--- config.mk ---
export PLATFORM = sky130hd
export DESIGN_NAME = bcd_preload_divider
export DESIGN_NICKNAME = d
export VERILOG_FILES = /design/src/rtl/bcd_div_pkg.sv /design/src/rtl/bcd_digit.sv /design/src/rtl/bcd_down_reg.sv /design/src/rtl/term_decode.sv /design/src/rtl/div_sequencer.sv /design/src/rtl/bcd_preload_divider.sv
export SDC_FILE = /design/constraint.sdc
export NUM_CORES = 1
export LEC_CHECK = 0
export BUFFER_PORTS_ARGS = -buffer_cell sky130_fd_sc_hd__buf_2
export CAP_MARGIN = 20
export CORE_MARGIN = 2
export CORE_UTILIZATION = 48
export DETAILED_ROUTE_END_ITERATION = 16
export MAX_ROUTING_LAYER = met4
export PLACE_DENSITY_LB_ADDON = 0.1
export SYNTH_ARGS = -nofsm -noshare
export SYNTH_HDL_FRONTEND = slang
export SYNTH_SLANG_ARGS = --single-unit
--- constraint.sdc ---
create_clock -name clk -period 1.6 [get_ports clk]
set_clock_uncertainty 0.2 [all_clocks]
set_input_delay 0.16 -clock clk [delete_from_list [all_inputs] [get_ports clk]]
set_output_delay 0.16 -clock clk [all_outputs]
set_load 0.02 [all_outputs]
--- src/rtl/bcd_div_pkg.sv ---
// Shared types and helpers for the BCD preloaded divider.
// Assumes 4-bit BCD digits with weights 8,4,2,1.
package bcd_div_pkg;

    localparam int DIG_W = 4;

    // Steps of the reload sequence; SQ_COUNT is the normal down-count step.
    typedef enum logic [2:0] {
        SQ_COUNT   = 3'd0,
        SQ_INIT    = 3'd1,
        SQ_INHIBIT = 3'd2,
        SQ_LOAD    = 3'd3,
        SQ_SETTLE  = 3'd4,
        SQ_DELAY   = 3'd5
    } seq_e;

    // Limit a switch digit to the BCD range 0..9.
    function automatic logic [DIG_W-1:0] clamp_digit(input logic [DIG_W-1:0] d);
        return (d > 4'd9) ? 4'd9 : d;
    endfunction

endpackage

--- src/rtl/bcd_digit.sv ---
// One BCD down-counting digit.
// Priority: force-all-ones, load (clamped), decrement with wrap 0 -> 9.
// Assumes the caller supplies the borrow-qualified decrement enable.
module bcd_digit
    import bcd_div_pkg::*;
(
    input  logic             clk,
    input  logic             rst_n,
    input  logic             set_all,
    input  logic             load,
    input  logic [DIG_W-1:0] load_val,
    input  logic             dec,
    output logic [DIG_W-1:0] q
);

    // Digit register: reset and load take the clamped switch value.
    always_ff @(posedge clk) begin
        if (!rst_n) begin
            q <= clamp_digit(load_val);
        end else if (set_all) begin
            q <= '1;
        end else if (load) begin
            q <= clamp_digit(load_val);
        end else if (dec) begin
            q <= (q == '0) ? 4'd9 : q - 4'd1;
        end
    end


    digit_in_range_chk: assert property (@(posedge clk) disable iff (!rst_n)
        load |=> (q <= 4'd9));

endmodule

--- src/rtl/bcd_down_reg.sv ---
// Multi-digit BCD down-counter made of bcd_digit stages.
// A digit decrements only when every lower digit reads zero (borrow chain).
// Assumes digit 0 is the least significant (fine) digit.
module bcd_down_reg
    import bcd_div_pkg::*;
#(
    parameter int N_DIG = 2
)(
    input  logic                   clk,
    input  logic                   rst_n,
    input  logic                   set_all,
    input  logic                   load,
    input  logic                   dec,
    input  logic [N_DIG*DIG_W-1:0] set_vec,
    output logic [N_DIG*DIG_W-1:0] cnt_vec
);

    logic [N_DIG-1:0] dec_chain;

    genvar i;
    generate
        for (i = 0; i < N_DIG; i++) begin : g_dig
            // Borrow chain: a digit steps only when all lower digits are zero.
            if (i == 0) begin : g_lsd
                assign dec_chain[i] = dec;
            end else begin : g_upper
                assign dec_chain[i] = dec_chain[i-1] &&
                                      (cnt_vec[(i-1)*DIG_W +: DIG_W] == '0);
            end

            bcd_digit u_digit (
                .clk      (clk),
                .rst_n    (rst_n),
                .set_all  (set_all),
                .load     (load),
                .load_val (set_vec[i*DIG_W +: DIG_W]),
                .dec      (dec_chain[i]),
                .q        (cnt_vec[i*DIG_W +: DIG_W])
            );
        end
    endgenerate

endmodule

--- src/rtl/term_decode.sv ---
// Two-level terminal decode.
// The upper digit match gives a reset-enable.
// The lower digit match completes the terminal only while that enable is set,
// and only in the counting step.
module term_decode
    import bcd_div_pkg::*;
#(
    parameter int TERM_HI = 0,
    parameter int TERM_LO = 0
)(
    input  logic             counting,
    input  logic [DIG_W-1:0] hi,
    input  logic [DIG_W-1:0] lo,
    output logic             term
);

    localparam logic [DIG_W-1:0] TERM_HI_D = DIG_W'(TERM_HI);
    localparam logic [DIG_W-1:0] TERM_LO_D = DIG_W'(TERM_LO);

    logic rst_en;

    // Upper-section decode: arms the lower-section match.
    always_comb rst_en = (hi == TERM_HI_D);

    // Lower-section decode, gated by the upper enable.
    always_comb term = counting && rst_en && (lo == TERM_LO_D);

endmodule

--- src/rtl/div_sequencer.sv ---
// Reload sequencer for the divider.
// Order after a terminal match: initialize, inhibited count, preload, settle,
// then an optional delay step when the loaded fine digit is odd, then count.
// Assumes term_i is only raised in SQ_COUNT.
module div_sequencer
    import bcd_div_pkg::*;
(
    input  logic clk,
    input  logic rst_n,
    input  logic term_i,
    input  logic lsb_i,
    output seq_e state_o
);

    seq_e nxt;

    // Next-step selection.
    always_comb begin
        nxt = state_o;
        unique case (state_o)
            SQ_COUNT:   nxt = term_i ? SQ_INIT : SQ_COUNT;
            SQ_INIT:    nxt = SQ_INHIBIT;
            SQ_INHIBIT: nxt = SQ_LOAD;
            SQ_LOAD:    nxt = SQ_SETTLE;
            SQ_SETTLE:  nxt = lsb_i ? SQ_DELAY : SQ_COUNT;
            SQ_DELAY:   nxt = SQ_COUNT;
            default:    nxt = SQ_SETTLE;
        endcase
    end

    // Step register; reset parks the sequencer in the settle step.
    always_ff @(posedge clk) begin
        if (!rst_n) state_o <= SQ_SETTLE;
        else        state_o <= nxt;
    end


    term_to_load_chk: assert property (@(posedge clk) disable iff (!rst_n)
        (state_o == SQ_LOAD) |-> $past(term_i, 3));


    load_single_chk: assert property (@(posedge clk) disable iff (!rst_n)
        (state_o == SQ_LOAD) |=> (state_o != SQ_LOAD));


    odd_delay_chk: assert property (@(posedge clk) disable iff (!rst_n)
        (state_o == SQ_SETTLE && lsb_i) |=> (state_o == SQ_DELAY));

endmodule

--- src/rtl/bcd_preload_divider.sv ---
// Top of the BCD preloaded down-counter divider.
// Digit 1 holds the coarse setting and digit 0 the fine setting.
// Assumes one clock domain and a synchronous active-low reset.
module bcd_preload_divider
    import bcd_div_pkg::*;
#(
    parameter int TERM_HI  = 0,
    parameter int TERM_LO  = 0,
    parameter int PULSE_HI = 0
)(
    input  logic       clk,
    input  logic       rst_n,
    input  logic [3:0] sw_coarse,
    input  logic [3:0] sw_fine,
    output logic       div_pulse,
    output logic       term_strobe,
    output logic       preload_strobe
);

    localparam int N_DIG = 2;
    localparam int VEC_W = N_DIG * DIG_W;
    localparam logic [DIG_W-1:0] PULSE_HI_D = DIG_W'(PULSE_HI);

    logic [VEC_W-1:0] set_vec;
    logic [VEC_W-1:0] cnt_vec;
    logic [DIG_W-1:0] hi_dig;
    logic [DIG_W-1:0] lo_dig;
    seq_e             st;
    logic             term;
    logic             counting;
    logic             do_load;
    logic             do_dec;

    // Switch digits packed most significant first.
    always_comb set_vec = {sw_coarse, sw_fine};
    always_comb hi_dig  = cnt_vec[VEC_W-1 -: DIG_W];
    always_comb lo_dig  = cnt_vec[DIG_W-1:0];

    // Step decode for the counter controls.
    always_comb begin
        counting = (st == SQ_COUNT);
        do_load  = (st == SQ_LOAD);
        do_dec   = counting && !term;
    end

    bcd_down_reg #(.N_DIG(N_DIG)) u_reg (
        .clk     (clk),
        .rst_n   (rst_n),
        .set_all (term),
        .load    (do_load),
        .dec     (do_dec),
        .set_vec (set_vec),
        .cnt_vec (cnt_vec)
    );

    term_decode #(.TERM_HI(TERM_HI), .TERM_LO(TERM_LO)) u_dec (
        .counting (counting),
        .hi       (hi_dig),
        .lo       (lo_dig),
        .term     (term)
    );

    div_sequencer u_seq (
        .clk     (clk),
        .rst_n   (rst_n),
        .term_i  (term),
        .lsb_i   (lo_dig[0]),
        .state_o (st)
    );

    // Output strobes and the divided pulse.
    always_comb begin
        term_strobe    = term;
        preload_strobe = do_load;
        div_pulse      = (st == SQ_LOAD) || (st == SQ_SETTLE) || (st == SQ_DELAY) ||
                         (counting && (hi_dig > PULSE_HI_D));
    end


    pulse_rise_chk: assert property (@(posedge clk) disable iff (!rst_n)
        $rose(div_pulse) |-> preload_strobe);


    term_single_chk: assert property (@(posedge clk) disable iff (!rst_n)
        term_strobe |=> !term_strobe);

endmodule

==> results of run 1 <==
==> worst max-delay path by stage <==
stage | cells past startpoint | end | slack (ps) | start
floorplan | 3 | div_pulse | 50 | u_reg.g_dig[1].u_digit.q[0]$_DFFE_PP_
detailed placement | 4 | term_strobe | -30 | u_reg.g_dig[1].u_digit.q[0]$_DFFE_PP_
CTS | 4 | div_pulse | -290 | u_reg.g_dig[1].u_digit.q[2]$_DFFE_PP_
global placement | 4 | term_strobe | 40 | u_reg.g_dig[1].u_digit.q[0]$_DFFE_PP_
global route | 4 | div_pulse | -350 | u_reg.g_dig[1].u_digit.q[2]$_DFFE_PP_
finish | 4 | div_pulse | -290 | u_reg.g_dig[1].u_digit.q[2]$_DFFE_PP_
==> report_power, final <==
| part | internal, mW | switching (mW) | total, mW |
|---|---|---|---|
| Clock | 0.0964 | 0.0988 | 0.195 |
| Sequential | 0.345 | 0.0317 | 0.377 |
| Combinational | 0.143 | 0.127 | 0.269 |
| Total | 0.584 | 0.257 | 0.841 |
==> cell families (layout without fill, tap and decap cells) <==
family / after synthesis / after routing / share of synthesized area
AOI/OAI and AO/OA: 30 / 30 / 0.2698
xor gates and xnor gates: 2 / 2 / 0.02361
buffers and inverters: 8 / 39 / 0.04721
DFF: 11 / 11 / 0.4047
muxes: 2 / 2 / 0.02698
and+or+nand+nor: 21 / 21 / 0.2277
==> state kept, by name, summed over array words and instances, names as in the netlist <==
name / cells
u_reg.g_dig.u_digit.q: 8
u_seq.state_o: 3
==> cells in the final DEF (no fill, tap or decap), types with 2 or more instances in the layout <==
master    count
buf_4        18
a21oi_1      11
buf_2        11
edfxtp_1      8
nor2b_1       7
o21ai_0       5
inv_1         3
clkbuf_4      3
buf_6         3
dfxtp_1       3
nor2_2        2
mux2i_2       2
a31oi_4       2
nand2_1       2
a41oi_2       2
o21a_1        2
a211oi_1      2
nor2_1        2
and3b_1       2
==> worst max-delay path, stage by stage (launching register included) <==
cell and delay [ps]:
edfxtp_1 440, nor4_4 430, o21ba_2 180, o21ai_1 50
buf_2 160
==> through the flow <==
stage	hold WS [ps]	instance area [um^2]	total power, mW	utilization
final	9.770	1052	0.8414	0.7151
after global routing	27.50	1052	0.8873	0.7151
after CTS	11.01	965.9	0.7934	0.6565
after detailed placement	286.9	914.6	0.6011	0.6216
after global placement	289.4	914.6	0.5957	0.6216
after floorplan	186.7	745.7	0.5070	-
==> layer usage <==
metal	share of wire	routed length [um]	vias up	global-route usage
met5	0	0	-	-
met4	0.012	21	0	0.07273
met3	0.029	49	4	0.05106
met2	0.47	802	11	0.2806
met1	0.48	824	300	0.2647
li1	-	-	342	-
==> final cells by class <==
class	instances	area, um^2
Clock buffer	4	26.28
Inverter	3	11.26
Sequential cell	11	300.3
Multi-Input combinational cell	55	470.5
Tap cell	16	20.02
Timing Repair Buffer	32	224.0
Fill cell	119	419.2
==> timing repair <==
action | 4_1_cts | 5_1_grt
gates resized for setup | 4 | 12
hold endpoints to repair | 0 | 0
pin swaps | 2 | 2
setup endpoints to repair | 5 | 14
buffers inserted | 2 | 4
cloned | 0 | 0
==> impl_metrics.py, run 1 <==
metrics = {
    "detailed_routing": {
        "drtIter0Drc": 25,
        "wirelength_um": 1699,
        "post-route-drc-count": 0,
        "wire_per_inst_um": 14.04,
        "vias_per_cell": 5.430,
        "ant_nets": 0,
        "vias": 657,
        "drt-pass1-iter-count": 4,
    },
    "floorplanning": {
        "ioPinCount": 13,
        "rows": 14,
        "die_w_um": 43.32,
        "dieArea_um2": 1876,
        "start_util": 0.5043,
        "coreArea_um2": 1471,
        "die_y_um": 43.32,
    },
    "flow_run": {
        "maxCapViolations": 0,
    },
    "layout": {
        "nets": 116,
        "area_growth_pct": 41.82,
        "drive_above_1_share": 0.5048,
        "fin_cells": 121,
        "n_antenna_cell": 0,
    },
    "worst_setup_path": {
        "crit_path_end_kind": "output pin",
        "cp.arrival_ps": 1530,
        "critPathMaxFanout": 3,
        "r2r_start": "u_reg.g_dig[1].u_digit.q[2]$_DFFE_PP_",
        "timing.rr.end": "u_reg.g_dig[1].u_digit.q[1]$_DFFE_PP_",
        "crit_type": "reg2out",
        "reg2reg_depth": 4,
        "rrSetupSlack_ps": -80,
        "start_kind": "flip-flop",
        "required_ps": 1240,
    },
    "clock_tree": {
        "holdBufCountCts": 0,
        "cts_max_level": 1,
        "cts_sinks": 11,
        "tritoncts": "done",
        "clkLatencyLatePin_ps": 270,
        "root_buffer": "clkbuf_4",
        "cts_inserted_buffers": 3,
        "clk_path_buf_depth": 2,
        "path_clk_slew_ps": 80,
    },
    "yosys": {
        "synthTopCellsByCount": "11 x a21oi_1, 8 x edfxtp_1, 7 x nor2b_1, 7 x o21ai_0",
        "synth.distinct_cells": 28,
        "yosysMostFrequentCell": "a21oi_1",
        "syn-num-nets": 84,
        "yosys.area.top_type": "edfxtp_1",
        "syn_area_um2": 742.0,
        "syn_area_per_cell_um2": 10.03,
        "synth_seq_cells": 11,
        "syn_inst": 74,
        "yosysWarningCount": 0,
        "synth_area_leaders": "edfxtp_1 32%, dfxtp_1 8.1%, a21oi_1 7.4%",
        "ys.flop_type": "edfxtp_1",
        "async_flop_share": 0,
        "synth_edf_count": 8,
        "seq_area_frac_synth": 0.4047,
        "synth_top_cell_area_share": 0.3238,
    },
    "timing": {
        "worst_pin_slew_ps": 359.8,
        "max_freq_ghz": 0.5302,
        "post-route-min-period_ps": 1886,
        "worst_slack_ps": -286.2,
        "final_hold_viol_count": 0,
        "setup_tns_ps": -780.3,
        "slew_headroom": 0.7584,
        "finalSetupViolCount": 11,
        "finalCritPeriodShare": 1.179,
        "rsz0062_at_grt": "true",
        "slew_viol_final": 0,
    },
    "hold_path": {
        "holdCritStartpoint": "sw_coarse[0]",
        "hold_class": "in2reg",
        "hold_depth": 3,
        "hold_end": "u_reg.g_dig[1].u_digit.q[0]$_DFFE_PP_",
    },
    "status": {
        "status": "complete, but fails checks",
        "violations": "negative setup slack",
    },
    "placement": {
        "gp_congestion": 0.7638,
        "dp.cells": 112,
        "post-place-ws_ps": -32.49,
        "dpl.hpwl_um": 1231,
        "io_buffers": 12,
    },
    "global_route": {
        "grt_max_degree": 14,
        "grtUsageTotal": 0.1957,
        "antenna_found_initial": 0,
        "grt_pass1_wl_um": 2553,
        "grt_pass1_vias": 569,
        "grt-ovfl-total": 0,
    },
    "pwr": {
        "p_per_area_nw_per_um2": 799.6,
        "vdd_drop_max_uv": 512.9,
        "cellLeakagePower_nw": 0.4356,
    },
}
(Power assumes the default switching activity.)
==> run 2, diff against run 1 <==
Clock period 1.6 ns to 1.7 ns, I/O delays scaled along.
==> impl_metrics.py, run 2 (synthesis gave the netlist of run 1 again) <==
metrics = {
    "timing": {
        "whs_ps": 5.665,
        "rsz0062_at_grt": "true",
        "finalSetupViolCount": 7,
        "max_freq_ghz": 0.5382,
        "slew_viol_final": 0,
        "post-route-min-period_ps": 1858,
        "finalCritPeriodShare": 1.093,
        "final_hold_viol_count": 0,
        "worst_slack_ps": -158.1,
        "worst_pin_slew_ps": 428.3,
        "slew_headroom": 0.7145,
    },
    "placement": {
        "post-place-ws_ps": 47.65,
        "dpl.hpwl_um": 1214,
        "io_buffers": 12,
        "gp_congestion": 0.7726,
        "dp.cells": 107,
    },
    "floorplanning": {
        "ioPinCount": 13,
        "dieArea_um2": 1876,
        "rows": 14,
        "start_util": 0.5043,
        "die_w_um": 43.32,
        "die_y_um": 43.32,
        "coreArea_um2": 1471,
    },
    "layout": {
        "n_antenna_cell": 0,
        "reg_top3": "u_reg.g_dig.u_digit.q (8), u_seq.state_o (3)",
        "fin_cells": 117,
        "nets": 112,
        "fillerInstances": 139,
        "area_growth_pct": 34.40,
        "final_common_cell": "buf_4",
        "drive_above_1_share": 0.4455,
        "regMostFlops": "u_reg.g_dig.u_digit.q",
        "layout_common_cells": "15 x buf_4, 11 x a21oi_1, 10 x buf_2, 8 x edfxtp_1, 7 x nor2b_1",
        "largest_reg_flops": 8,
    },
    "detailed_routing": {
        "vias_per_cell": 5.538,
        "ant_nets": 0,
        "wirelength_um": 1719,
        "drtIter0Drc": 8,
        "vias": 648,
        "wire_per_inst_um": 14.69,
        "drt-pass1-iter-count": 4,
        "post-route-drc-count": 0,
    },
    "pwr": {
        "swShare": 0.3053,
        "p_per_area_nw_per_um2": 763.6,
        "clkPwrFrac": 0.247,
        "pwr-share-seq": 0.470,
        "p_comb_frac": 0.283,
        "p_sw_mw": 0.2324,
        "vdd_drop_max_uv": 421.6,
        "power_mw": 0.7615,
        "cellLeakagePower_nw": 0.4126,
        "p_int_mw": 0.5290,
    },
    "global_route": {
        "grt_max_degree": 15,
        "antenna_found_initial": 0,
        "busiest_layer": "met2",
        "use_met1": 0.2686,
        "grtUsageTotal": 0.2061,
        "grt_util_met3": 0.03830,
        "grt_util_met2": 0.3104,
        "grt_pass1_wl_um": 2711,
        "grt_pass1_vias": 620,
        "grt-ovfl-total": 0,
    },
    "worst_setup_path": {
        "crit_path_end_kind": "output pin",
        "worst_path_max_delay_cell": "edfxtp_1",
        "cpPeakStageDelay_ps": 430,
        "cp.buffers_inverters": 2,
        "cp_cell_sequence": "nor4_4 > buf_4 > o21ba_4 > o21ai_2 > buf_6",
        "critPathMaxFanout": 2,
        "required_ps": 1330,
        "crit_type": "reg2out",
        "critical-path-top-delay-family": "flip-flops",
        "start_kind": "flip-flop",
        "cp.arrival_ps": 1490,
    },
    "clock_tree": {
        "holdBufCountCts": 0,
        "cts_max_level": 1,
        "clkLatencyLatePin_ps": 270,
        "root_buffer": "clkbuf_4",
        "cts_inserted_buffers": 3,
        "tritoncts": "done",
        "cts_sinks": 11,
        "clk_path_buf_depth": 2,
        "path_clk_slew_ps": 70,
    },
    "status": {
        "status": "complete, but fails checks",
        "violations": "negative setup slack",
    },
    "hold_path": {
        "hold_class": "in2reg",
    },
    "flow_run": {
        "maxCapViolations": 0,
    },
}
==> run 2: timing repair <==
item	in CTS	in global routing
setup buffers	3	3
setup endpoints to repair	2	8
endpoints found under the hold margin	0	0
pin swaps	3	1
gates resized for setup	4	9
==> run 2: layer usage <==
| metal | share of wire | up-vias |
|---|---|---|
| met2 | 0.50 | 6 |
| met1 | 0.46 | 306 |
| met3 | 0.018 | 4 |
| met5 | 0 | - |
| li1 | - | 332 |
| met4 | 0.015 | 0 |
==> run 2: final timing paths <==
| check | from | to | slack [ps] | cells after the start |
|---|---|---|---|---|
| hold / removal | rst_n | u_seq.state_o[2]$_SDFF_PN1_ | 6 | 2 |
| hold reg to reg | u_seq.state_o[0]$_SDFF_PN0_ | u_seq.state_o[2]$_SDFF_PN1_ | 390 | 2 |
| setup reg to reg | u_reg.g_dig[1].u_digit.q[0]$_DFFE_PP_ | u_reg.g_dig[1].u_digit.q[1]$_DFFE_PP_ | -100 | 6 |
| setup / recovery | u_reg.g_dig[1].u_digit.q[0]$_DFFE_PP_ | div_pulse | -160 | 5 |
==> run 2: metrics by stage <==
step / utilization / TNS (ps) / area (um^2)
CTS: 0.6310 / -373.4 / 928.4
finish: 0.6777 / -657.3 / 997.2
floorplan: - / 0 / 742.0
global placement: 0.5935 / 0 / 873.3
global route: 0.6777 / -1085 / 997.2
detailed placement: 0.5935 / 0 / 873.3
==> run 2: final cells by class <==
cell class | count | area (um^2) | share of cell area
clock buffer | 4 | 26.28 | 0.02635
multi-input combinational | 55 | 441.7 | 0.4429
inverter | 3 | 11.26 | 0.01129
tap | 16 | 20.02 | 0.02008
timing repair buffer | 28 | 196.4 | 0.1970
sequential | 11 | 301.5 | 0.3024
==> run 2: power groups by stage <==
stage,Combinational (mW),Clock [mW],Sequential (mW)
floorplan,0.114,0,0.362
global placement,0.182,0,0.363
detailed placement,0.185,0,0.365
CTS,0.193,0.188,0.358
global route,0.235,0.201,0.361
finish,0.216,0.188,0.358
==> run 3, diff against run 2 <==
Settings changed: CORE_UTILIZATION 48 to 45.
==> impl_metrics.py, run 3 (synthesis gave the netlist of run 1 again) <==
metrics = {
    "global_route": {
        "grt_util_met2": 0.2667,
        "grt-ovfl-total": 0,
        "grt_util_met3": 0.03673,
        "grt_max_degree": 15,
        "use_met1": 0.2781,
        "grtUsageTotal": 0.1962,
        "antenna_found_initial": 0,
        "grt_pass1_wl_um": 2670,
        "busiest_layer": "met1",
        "grt_pass1_vias": 565,
    },
    "clock_tree": {
        "cts_inserted_buffers": 3,
        "path_clk_slew_ps": 70,
        "clkLatencyLatePin_ps": 270,
        "root_buffer": "clkbuf_4",
        "tritoncts": "done",
        "cts_sinks": 11,
        "clk_path_buf_depth": 2,
        "cts_max_level": 1,
    },
    "worst_setup_path": {
        "required_ps": 1330,
        "cp_cell_sequence": "nor4_4 > o21ba_2 > o21ai_1 > buf_2",
        "cp.buffers_inverters": 1,
        "cpPeakStageDelay_ps": 430,
        "start_kind": "flip-flop",
        "crit_type": "reg2out",
        "worst_path_max_delay_cell": "edfxtp_1",
        "critPathMaxFanout": 3,
        "cp.arrival_ps": 1490,
        "crit_path_end_kind": "output pin",
        "critical-path-top-delay-family": "flip-flops",
    },
    "timing": {
        "slew_viol_final": 0,
        "worst_pin_slew_ps": 328.8,
        "rsz0062_at_grt": "true",
        "max_freq_ghz": 0.5369,
        "worst_slack_ps": -162.6,
        "finalSetupViolCount": 2,
        "final_hold_viol_count": 0,
        "post-route-min-period_ps": 1863,
        "finalCritPeriodShare": 1.096,
        "slew_headroom": 0.7745,
    },
    "detailed_routing": {
        "vias_per_cell": 5.614,
        "wirelength_um": 1622,
        "post-route-drc-count": 0,
        "drt-pass1-iter-count": 4,
        "drtIter0Drc": 12,
        "ant_nets": 0,
        "wire_per_inst_um": 14.23,
        "vias": 640,
    },
    "pwr": {
        "p_int_mw": 0.5235,
        "swShare": 0.3008,
        "p_sw_mw": 0.2252,
        "vdd_drop_max_uv": 478.6,
        "p_comb_frac": 0.277,
        "cellLeakagePower_nw": 0.3928,
        "p_per_area_nw_per_um2": 776.1,
        "pwr-share-seq": 0.480,
        "power_mw": 0.7487,
        "clkPwrFrac": 0.242,
    },
    "layout": {
        "regMostFlops": "u_reg.g_dig.u_digit.q",
        "reg_top3": "u_reg.g_dig.u_digit.q (8), u_seq.state_o (3)",
        "largest_reg_flops": 8,
        "nets": 109,
        "area_growth_pct": 30.02,
        "final_core_util": 0.6330,
        "drive_above_1_share": 0.4082,
        "layout_common_cells": "13 x buf_4, 11 x a21oi_1, 11 x buf_2, 8 x edfxtp_1, 7 x nor2b_1",
        "n_antenna_cell": 0,
        "fin_cells": 114,
        "final_common_cell": "buf_4",
    },
    "floorplanning": {
        "die_y_um": 44.61,
        "rows": 14,
        "die_w_um": 44.61,
        "start_util": 0.4869,
        "ioPinCount": 13,
        "dieArea_um2": 1990,
        "coreArea_um2": 1524,
    },
    "status": {
        "status": "complete, but fails checks",
        "violations": "negative setup slack",
    },
    "placement": {
        "dpl.hpwl_um": 1123,
        "io_buffers": 12,
        "post-place-ws_ps": 60.96,
        "dp.cells": 107,
        "gp_congestion": 0.8205,
    },
    "hold_path": {
        "hold_class": "in2reg",
    },
    "flow_run": {
        "maxCapViolations": 0,
    },
}
run 3: metrics by stage:
stage	instance area [um^2]	TNS, ps	hold WS, ps
2_1_floorplan	742.0	0	196.7
3_3_place_gp	873.3	0	272.9
3_5_place_dp	873.3	0	274.5
4_1_cts	924.6	-329.4	21.66
5_1_grt	964.7	-502.1	71.86
6_report	964.7	-292.8	19.74
run 3: what timing repair did:
item,in CTS,in global routing
setup buffers,2,1
gates resized for setup,1,7
endpoints found under the setup margin,2,5
endpoints found under the hold margin,1,0
pin swaps,2,0
hold buffers,1,0
run 3: final cells by class:
type,instances,area (um^2)
Clock buffer,4,26.28
Fill cell,149,559.3
Inverter,3,11.26
Multi-Input combinational cell,55,444.2
Sequential cell,11,300.3
Tap cell,16,20.02
Timing Repair Buffer,25,162.7
run 3: power by group through the flow:
stage          logic (mW)  clock network (mW)  registers [mW]
2_1_floorplan       0.114                   0           0.362
3_3_place_gp        0.181                   0           0.365
3_5_place_dp        0.182                   0           0.366
4_1_cts             0.190               0.183           0.359
5_1_grt             0.231               0.195           0.363
6_report            0.208               0.181           0.360
run 3: per-layer routing:
layer | vias up | routed length [um] | part of all wire
met5 | - | 0 | 0
met4 | 0 | 22 | 0.014
met3 | 4 | 63 | 0.039
met2 | 19 | 744 | 0.46
met1 | 293 | 791 | 0.49
li1 | 324 | - | -
run 3: path summary, 6_finish.rpt:
path                                                         endpoint  depth (start not counted)                                   from  slack, ps
worst max-delay path                                        div_pulse                          4  u_reg.g_dig[1].u_digit.q[0]$_DFFE_PP_       -160
worst min-delay path            u_reg.g_dig[1].u_digit.q[0]$_DFFE_PP_                          3                           sw_coarse[0]         20
worst max register to register  u_reg.g_dig[0].u_digit.q[2]$_DFFE_PP_                          4  u_reg.g_dig[0].u_digit.q[0]$_DFFE_PP_         10
worst min register to register            u_seq.state_o[2]$_SDFF_PN1_                          2            u_seq.state_o[0]$_SDFF_PN0_        420
run 3: worst reg2reg max path: stages, from the launching register on:
cell	delay, ps
edfxtp_1	430
buf_4	180
nor2_1	150
mux2i_1	360
a31oi_4	120
